## config.mk

```make
export PLATFORM = sky130hd
export DESIGN_NAME = vcpu_ifc_ctl
export DESIGN_NICKNAME = d
export VERILOG_FILES = /design/src/rtl/vcpu_ifc_pkg.sv /design/src/rtl/vcpu_access_gate.sv /design/src/rtl/vcpu_ctl_store.sv /design/src/rtl/vcpu_ctl_view.sv /design/src/rtl/vcpu_ifc_ctl.sv
export SDC_FILE = /design/constraint.sdc
export NUM_CORES = 1
export LEC_CHECK = 0
export ABC_AREA = 1
export CORE_MARGIN = 10
export CORE_UTILIZATION = 45
export CTS_CLUSTER_DIAMETER = 200
export DETAILED_ROUTE_END_ITERATION = 8
export GPL_TIMING_DRIVEN = 0
export PLACE_DENSITY = 0.84
export SETUP_SLACK_MARGIN = 0.5
export SLEW_MARGIN = 20
export SYNTH_ARGS = -nofsm -noshare
export SYNTH_HDL_FRONTEND = slang
export SYNTH_SLANG_ARGS = --single-unit
```

## constraint.sdc

```tcl
create_clock -name clk -period 2.6 [get_ports clk]
set_input_delay 0.26 -clock clk [delete_from_list [all_inputs] [get_ports clk]]
set_output_delay 0.26 -clock clk [all_outputs]
set_load 0.02 [all_outputs]
```

## src/rtl/vcpu_ifc_pkg.sv

```systemverilog
package vcpu_ifc_pkg;

  localparam int WORD_W = 32;
  localparam int PRIO_W = 8;
  localparam int BP_W   = 3;
  localparam int VIEW_W = 3;

  // packed-word field positions (decoded by software on the other side)
  localparam int POS_PMASK = 24;
  localparam int POS_BP0   = 21;
  localparam int POS_BP1   = 18;
  localparam int POS_EOIM  = 9;
  localparam int POS_CBPR  = 4;
  localparam int POS_FIQ   = 3;
  localparam int POS_ACK   = 2;
  localparam int POS_EN1   = 1;
  localparam int POS_EN0   = 0;

  localparam logic [WORD_W-1:0] RSVD_MASK = 32'h0003_FDE0;

  typedef enum logic [VIEW_W-1:0] {
    VIEW_PACKED = 3'd0,
    VIEW_PMASK  = 3'd1,
    VIEW_BP0    = 3'd2,
    VIEW_BP1    = 3'd3,
    VIEW_CTRL   = 3'd4,
    VIEW_EN     = 3'd5
  } view_e;

  typedef enum logic [1:0] {
    GATE_PASS  = 2'd0,
    GATE_UNDEF = 2'd1,
    GATE_TRAP  = 2'd2
  } gate_e;

  typedef struct packed {
    logic [PRIO_W-1:0] pmask;
    logic [BP_W-1:0]   bp0;
    logic [BP_W-1:0]   bp1;
    logic              eoim;
    logic              cbpr;
    logic              fiqen;
    logic              ackctl;
    logic              en1;
    logic              en0;
  } vctl_t;

  function automatic logic [BP_W-1:0] bp_plus_one_sat(input logic [BP_W-1:0] b);
    return (&b) ? b : b + BP_W'(1);
  endfunction

endpackage

```

## src/rtl/vcpu_access_gate.sv

```systemverilog
module vcpu_access_gate
  import vcpu_ifc_pkg::*;
#(
  parameter int PRIV_W = 2
) (
  input  logic [PRIV_W-1:0] priv,
  input  logic              trap_en,
  input  logic              sre_l2,
  input  logic              sre_l3,
  input  logic              view_known,
  output gate_e             verdict
);

  // privilege is judged first; the view selector matters only once allowed
  always_comb begin
    verdict = GATE_UNDEF;
    if (priv == PRIV_W'(1)) begin
      verdict = trap_en ? GATE_TRAP : GATE_UNDEF;
    end else if (priv == PRIV_W'(2)) begin
      verdict = (sre_l2 && view_known) ? GATE_PASS : GATE_UNDEF;
    end else if (priv == PRIV_W'(3)) begin
      verdict = (sre_l3 && view_known) ? GATE_PASS : GATE_UNDEF;
    end
  end

endmodule

```

## src/rtl/vcpu_ctl_store.sv

```systemverilog
module vcpu_ctl_store
  import vcpu_ifc_pkg::*;
(
  input  logic              clk,
  input  logic              rst,
  input  logic              wr_en,
  input  logic [VIEW_W-1:0] view,
  input  logic [WORD_W-1:0] wdata,
  output vctl_t             st
);

  logic rsvd_unused;
  assign rsvd_unused = ^(wdata & RSVD_MASK);

  always_ff @(posedge clk) begin
    if (rst) begin
      st <= '0;
    end else if (wr_en) begin
      case (view)
        VIEW_PACKED: begin
          st.pmask  <= wdata[POS_PMASK +: PRIO_W];
          st.bp0    <= wdata[POS_BP0 +: BP_W];
          st.bp1    <= wdata[POS_BP1 +: BP_W];
          st.eoim   <= wdata[POS_EOIM];
          st.cbpr   <= wdata[POS_CBPR];
          st.fiqen  <= wdata[POS_FIQ];
          st.ackctl <= wdata[POS_ACK];
          st.en1    <= wdata[POS_EN1];
          st.en0    <= wdata[POS_EN0];
        end
        VIEW_PMASK: st.pmask <= wdata[PRIO_W-1:0];
        VIEW_BP0:   st.bp0   <= wdata[BP_W-1:0];
        VIEW_BP1: begin
          // derived while the common binary point is on: write dropped
          if (!st.cbpr) st.bp1 <= wdata[BP_W-1:0];
        end
        VIEW_CTRL: begin
          st.eoim   <= wdata[0];
          st.cbpr   <= wdata[1];
          st.fiqen  <= wdata[2];
          st.ackctl <= wdata[3];
        end
        VIEW_EN: begin
          st.en0 <= wdata[0];
          st.en1 <= wdata[1];
        end
        default: ;
      endcase
    end
  end

endmodule

```

## src/rtl/vcpu_ctl_view.sv

```systemverilog
module vcpu_ctl_view
  import vcpu_ifc_pkg::*;
(
  input  vctl_t             st,
  input  logic [VIEW_W-1:0] view,
  input  logic              sre_fixed,
  output logic [WORD_W-1:0] rdata
);

  logic fiq_rd;
  logic ack_rd;

  assign fiq_rd = st.fiqen | sre_fixed;
  assign ack_rd = st.ackctl & ~sre_fixed;

  always_comb begin
    rdata = '0;
    case (view)
      VIEW_PACKED: begin
        rdata[POS_PMASK +: PRIO_W] = st.pmask;
        rdata[POS_BP0 +: BP_W]     = st.bp0;
        rdata[POS_BP1 +: BP_W]     = st.bp1;
        rdata[POS_EOIM]            = st.eoim;
        rdata[POS_CBPR]            = st.cbpr;
        rdata[POS_FIQ]             = fiq_rd;
        rdata[POS_ACK]             = ack_rd;
        rdata[POS_EN1]             = st.en1;
        rdata[POS_EN0]             = st.en0;
      end
      VIEW_PMASK: rdata[PRIO_W-1:0] = st.pmask;
      VIEW_BP0:   rdata[BP_W-1:0]   = st.bp0;
      VIEW_BP1:   rdata[BP_W-1:0]   = st.cbpr ? bp_plus_one_sat(st.bp0) : st.bp1;
      VIEW_CTRL:  rdata[3:0]        = {ack_rd, fiq_rd, st.cbpr, st.eoim};
      VIEW_EN:    rdata[1:0]        = {st.en1, st.en0};
      default:    rdata = '0;
    endcase
  end

endmodule

```

## src/rtl/vcpu_ifc_ctl.sv

```systemverilog
module vcpu_ifc_ctl
  import vcpu_ifc_pkg::*;
#(
  parameter int                PRIV_W    = 2,
  parameter int                SYND_W    = 6,
  parameter logic [SYND_W-1:0] TRAP_SYND = 'h03
) (
  input  logic              clk,
  input  logic              rst,
  input  logic              req_valid,
  input  logic              req_write,
  input  logic [VIEW_W-1:0] req_view,
  input  logic [PRIV_W-1:0] req_priv,
  input  logic [WORD_W-1:0] req_wdata,
  input  logic              trap_en,
  input  logic              sre_l2,
  input  logic              sre_l3,
  input  logic              sre_fixed,
  output logic              rsp_valid,
  output logic [WORD_W-1:0] rsp_rdata,
  output logic              rsp_undef,
  output logic              rsp_trap,
  output logic [SYND_W-1:0] rsp_syndrome
);

  gate_e             verdict;
  logic              view_known;
  logic              wr_en;
  vctl_t             st;
  logic [WORD_W-1:0] rd_word;

  assign view_known = (req_view <= VIEW_W'(VIEW_EN));

  vcpu_access_gate #(.PRIV_W(PRIV_W)) u_gate (
    .priv       (req_priv),
    .trap_en    (trap_en),
    .sre_l2     (sre_l2),
    .sre_l3     (sre_l3),
    .view_known (view_known),
    .verdict    (verdict)
  );

  assign wr_en = req_valid && req_write && (verdict == GATE_PASS);

  vcpu_ctl_store u_store (
    .clk   (clk),
    .rst   (rst),
    .wr_en (wr_en),
    .view  (req_view),
    .wdata (req_wdata),
    .st    (st)
  );

  vcpu_ctl_view u_view (
    .st        (st),
    .view      (req_view),
    .sre_fixed (sre_fixed),
    .rdata     (rd_word)
  );

  always_ff @(posedge clk) begin
    if (rst) begin
      rsp_valid    <= 1'b0;
      rsp_rdata    <= '0;
      rsp_undef    <= 1'b0;
      rsp_trap     <= 1'b0;
      rsp_syndrome <= '0;
    end else begin
      rsp_valid    <= req_valid;
      rsp_undef    <= req_valid && (verdict == GATE_UNDEF);
      rsp_trap     <= req_valid && (verdict == GATE_TRAP);
      rsp_syndrome <= (req_valid && (verdict == GATE_TRAP)) ? TRAP_SYND : '0;
      rsp_rdata    <= (req_valid && !req_write && (verdict == GATE_PASS)) ? rd_word : '0;
    end
  end

endmodule

```

# == Word-level counts from Yosys, hierarchy flattened ==
# Index checks and enable logic that the tools add are counted.
# Widths: inputs -> output; s select.
# word_totals
register_bits,61
out_inout_bits,41
word_cells,79
# classes
add_sub_neg,1
magnitude_cmp,1
eq_ne,11
mux,18
bitwise,6
reduce_logical,25
# op_table
cell,n
$pmux 8 s2,1
$pmux 3 s2,2
$mux 2,5
$pmux 2 s5,1
$mux 3,3
$logic_and 1x1->1,8
$pmux 4 s2,1
$reduce_and 2->1,4
$reduce_bool 2->1,4
$eq 2x2->1 const B,3
$eq 3x2->1 const B,2
$eq 3x3->1 const B,2
$reduce_and 3->1,2
$reduce_or 3->1,2
$pmux 1 s5,1
$eq 2x1->1 const B,2
$not 1->1,4
$reduce_or 2->1,2
$add 3x1->3 const B,1
$eq 3x1->1 const B,1
$le 3x3->1 const B,1
$logic_not 3->1,1
$pmux 1 s3,1
$logic_not 2->1,1
6 further kinds,7

# == Depth between registers and ports, before layout ==
# logic_depth
word_depth,10
depth_mapped,9

# == By module ==
# Synthesis repeated with hierarchy kept, for this count alone.
# hier_totals
cells_unflattened,407
area_unflattened_um2,2755.1
# by_module_without_submodules
mod,n_inst,cells_each,area_each_um2,seq_area_each_um2
vcpu_ifc_ctl,1,123,1176.1,700.7
vcpu_ctl_store,1,171,1053.5,400.4
vcpu_ctl_view,1,105,491.7,0.0
vcpu_access_gate,1,8,33.8,0.0

# == Least setup slack after synthesis ==
# Ideal clock, no wire load.
# synth_timing
kind,input port to flip-flop
from,in req_view[1]
to,"reg, netlist name u_store.st[6]"
setup_time_ps,113
t_arrival_ps,1136
required_time_ps,2487
path_slack_ps,1352
cell_stages,9
cell_sequence,buf_4 > nor2_2 > nand2_1 > nand2_1 > nand2_1 > nor2_2 > nand2_1 > nand2_1 > nor2_1
# synth_between
elab_chain_cells,9
# synth_lines
item,line,rtl
start: declaration,vcpu_ifc_ctl.sv:12,"input logic [VIEW_W-1:0] req_view,"
$le 3x3->1,vcpu_ifc_ctl.sv:32,assign view_known = (req_view <= VIEW_W'(VIEW_EN));
$logic_and 1x1->1,vcpu_access_gate.sv:22,verdict = (sre_l3 && view_known) ? GATE_PASS : GATE_UNDEF;
$mux 1,vcpu_access_gate.sv:22,
$mux 2,vcpu_access_gate.sv:21,end else if (priv == PRIV_W'(3)) begin
$mux 2,vcpu_access_gate.sv:19,end else if (priv == PRIV_W'(2)) begin
$mux 2,vcpu_access_gate.sv:17,if (priv == PRIV_W'(1)) begin
$logic_not 2->1,vcpu_ifc_ctl.sv:43,assign wr_en = req_valid && req_write && (verdict == GATE_PASS);
$logic_and 1x1->1,vcpu_ifc_ctl.sv:43,
$reduce_and 3->1 (no source line),n/a,
# Several ways; a longest one is shown, not always the timed one.
# A chain may end at the register's enable or synchronous reset.

==> flow_summary_export.csv <==
group,metric,value,unit
synthesis,yosys-top-cells-area,"dfxtp_1 (41%), nand2_1 (17%), nor2_1 (10%)",
power_and_ir_drop,ir_drop,0.242,mV
die,rows,25,
job,max_cap_viol_count,0,
clock_tree,numCtsBuffers,5,
grt,grt_overflow_total,0,
route,vias,2207,
die,die_w,90.4,um
synthesis,syn-instance-count,335,
critical_path,worstPathCellList,"buf_4, clkdlybuf4s50_1",
die,dieHeight,90.4,um
grt,grt_max_degree,15,
grt,antenna_found_initial,0,
worst_hold_path,hp-class,"input port to register",
place,hpwl,4.73,mm
timing,tightestPinTransition,553,ps
power_and_ir_drop,p_leak,0.00146,uW
timing,rsz0062_at_grt,"no",
critical_path,path_class,"register to output port",
finish,num_antenna_cells,0,
grt,track_usage,14.8,%
synthesis,ys_warn_count,0,
synthesis,synth_ff_type,"dfxtp_1",
synthesis,ys_seq_area_share,41.3,%
timing,fin_crit,1620,ps
synthesis,yosysTopAreaCell,"dfxtp_1",
critical_path,slowest_stage,"clkdlybuf4s50_1",
clock_tree,cts_tree,"yes",
finish,post-route-cell-area,0.00304,sq mm
worst_hold_path,min_from,"req_view[2]",
clock_tree,ctsHoldBuffers,0,
clock_tree,postCtsSetupBuffers,0,
synthesis,synth_top_area_share,41.3,%
route,antenna_left,0,
route,first_pass_iters,5,
finish,final_nets,460,
synthesis,synth_common_cells,"nand2_1 (99), nor2_1 (61), dfxtp_1 (46)",
critical_path,worstPathArrival,1360,ps
die,die_area,0.00817,sq mm
run_status,status,"complete, no violations",
timing,finalHoldViolCount,0,
clock_tree,clock_sinks,46,
critical_path,worstPathRequired,2340,ps
clock_tree,h-tree-depth,2,
critical_path,r2r-start,"u_store.st[10]",
power_and_ir_drop,p_per_area,436,mW/mm^2
finish,syn_to_final_growth,36.6,%
clock_tree,clkTransAtPathRegs,80,ps
critical_path,crit_path_max_incr_delay,600,ps
clock_tree,cts.path.max_buffers,2,
place,portBuffers,60,
synthesis,synth_area,0.00223,sq mm
route,wl,6.05,mm
synthesis,async_reset_ff_share,0,%
critical_path,cp-startpoint,"rsp_syndrome[0]",
place,gp_congestion,0.880,
timing,setup_viol,0,
die,core,0.00475,sq mm
finish,fin_util,64.0,%
finish,nFillCells,440,
critical_path,crit_path_end_kind,"output port",
finish,drive_above_1_share,11.6,%
grt,grt_pass1_wl,10.0,mm
route,drcViolationCount,0,
route,first_iter_violations,230,
clock_tree,clockRootBuffer,"clkbuf_8",
route,viasPerCell,4.58,
place,placed_area,0.00296,sq mm
synthesis,synth_edf_count,0,
route,wl_per_cell,12.5,um
grt,grt_pass1_vias,2097,
die,io_pins,86,
timing,fin_crit_sh,62.4,%
timing,slew_violations,0,
die,start_util,46.9,%
synthesis,synth_most_common_cell,"nand2_1",
clock_tree,clock_latency,300,ps
timing,relSlewSlack,63.2,%
critical_path,cp_max_fo,3,
synthesis,synth_cell_types,23,
timing,finClkSkew,6.52,ps
timing,tns,0,ps
synthesis,synth-seq-cells,46,
synthesis,syn_area_per_cell,6.65,sq um
critical_path,cp-start-kind,"register",
clock_tree,cts_resized,0,
timing,clock.fmax,0.616,GHz
-- routing by layer --
layer / vias up / track usage [%] / routed length (um)
met5: - / 0 / 0
met4: 0 / 5.57 / 88
met3: 9 / 3.57 / 471
met2: 85 / 25.1 / 3020
met1: 978 / 17.6 / 2460
li1: 1135 / - / -
-- state kept, by name, summed over array words and instances, names as in the netlist --
register and flops:
u_store.st 20, rsp_rdata 23, rsp_syndrome 1, rsp_valid 1
rsp_undef 1
-- cell families after synthesis --
logic type	Yosys count	synth area share, %
AOI/OAI and AO/OA	24	5.84
adders and majority gates	1	0.561
buffers and inverters	66	14.6
DFF	46	41.3
other	1	0.168
and+or+nand+nor	197	37.5
-- layout by cell type (no fill, tap or decap), drive strengths merged --
cell type,Yosys,routed
a21oi,4,4
buf,21,21
clkbuf,3,9
clkdlybuf4s50,0,60
clkinv,0,2
conb,1,13
dfxtp,46,46
ha,1,1
inv,42,42
nand2,102,102
nand3,18,18
nand3b,1,1
nor2,76,76
o211ai,1,1
o21ai,18,18
o221ai,1,1
-- worst max-delay path, delay by kind of cell (launching register included) --
kind | cells | cell delay [ps]
flops | 1 | 360
buf+inv | 2 | 710
-- cell type report --
type                            count  area (sq um)  share of cell area (%)
Sequential cell                    46           921                    30.3
Buffer                             24           168                    5.51
Clock buffer                        6          72.6                    2.38
Inverter                           42           158                    5.18
Multi-Input combinational cell    235          1030                    33.7
Tap cell                           67          83.8                    2.75
Clock inverter                      2          13.8                   0.452
Timing Repair Buffer               60           601                    19.7
-- per-stage QoR --
stage	worst slack [ps]	total power [uW]	instances	hold slack, ps
5_1_grt	920	1380	482	434
3_5_place_dp	716	915	474	446
3_3_place_gp	741	912	474	436
6_report	978	1330	482	412
4_1_cts	962	1330	482	393
2_1_floorplan	1350	837	347	395
-- worst paths after layout --
check / slack, ps / endpoint / depth (start not counted)
setup reg to reg: 1340 / rsp_rdata[0] / 7
hold / removal: 410 / rsp_rdata[2] / 4
hold reg to reg: 450 / rsp_rdata[20] / 2
setup / recovery: 980 / rsp_syndrome[1] / 2
-- where the power goes --
group / total, uW / internal, uW / switching (uW)
Clock: 428 / 190 / 238
Combinational: 188 / 87.4 / 101
Sequential: 712 / 710 / 2.66
Total: 1330 / 987 / 342
Power figures use the tool's default switching activity.
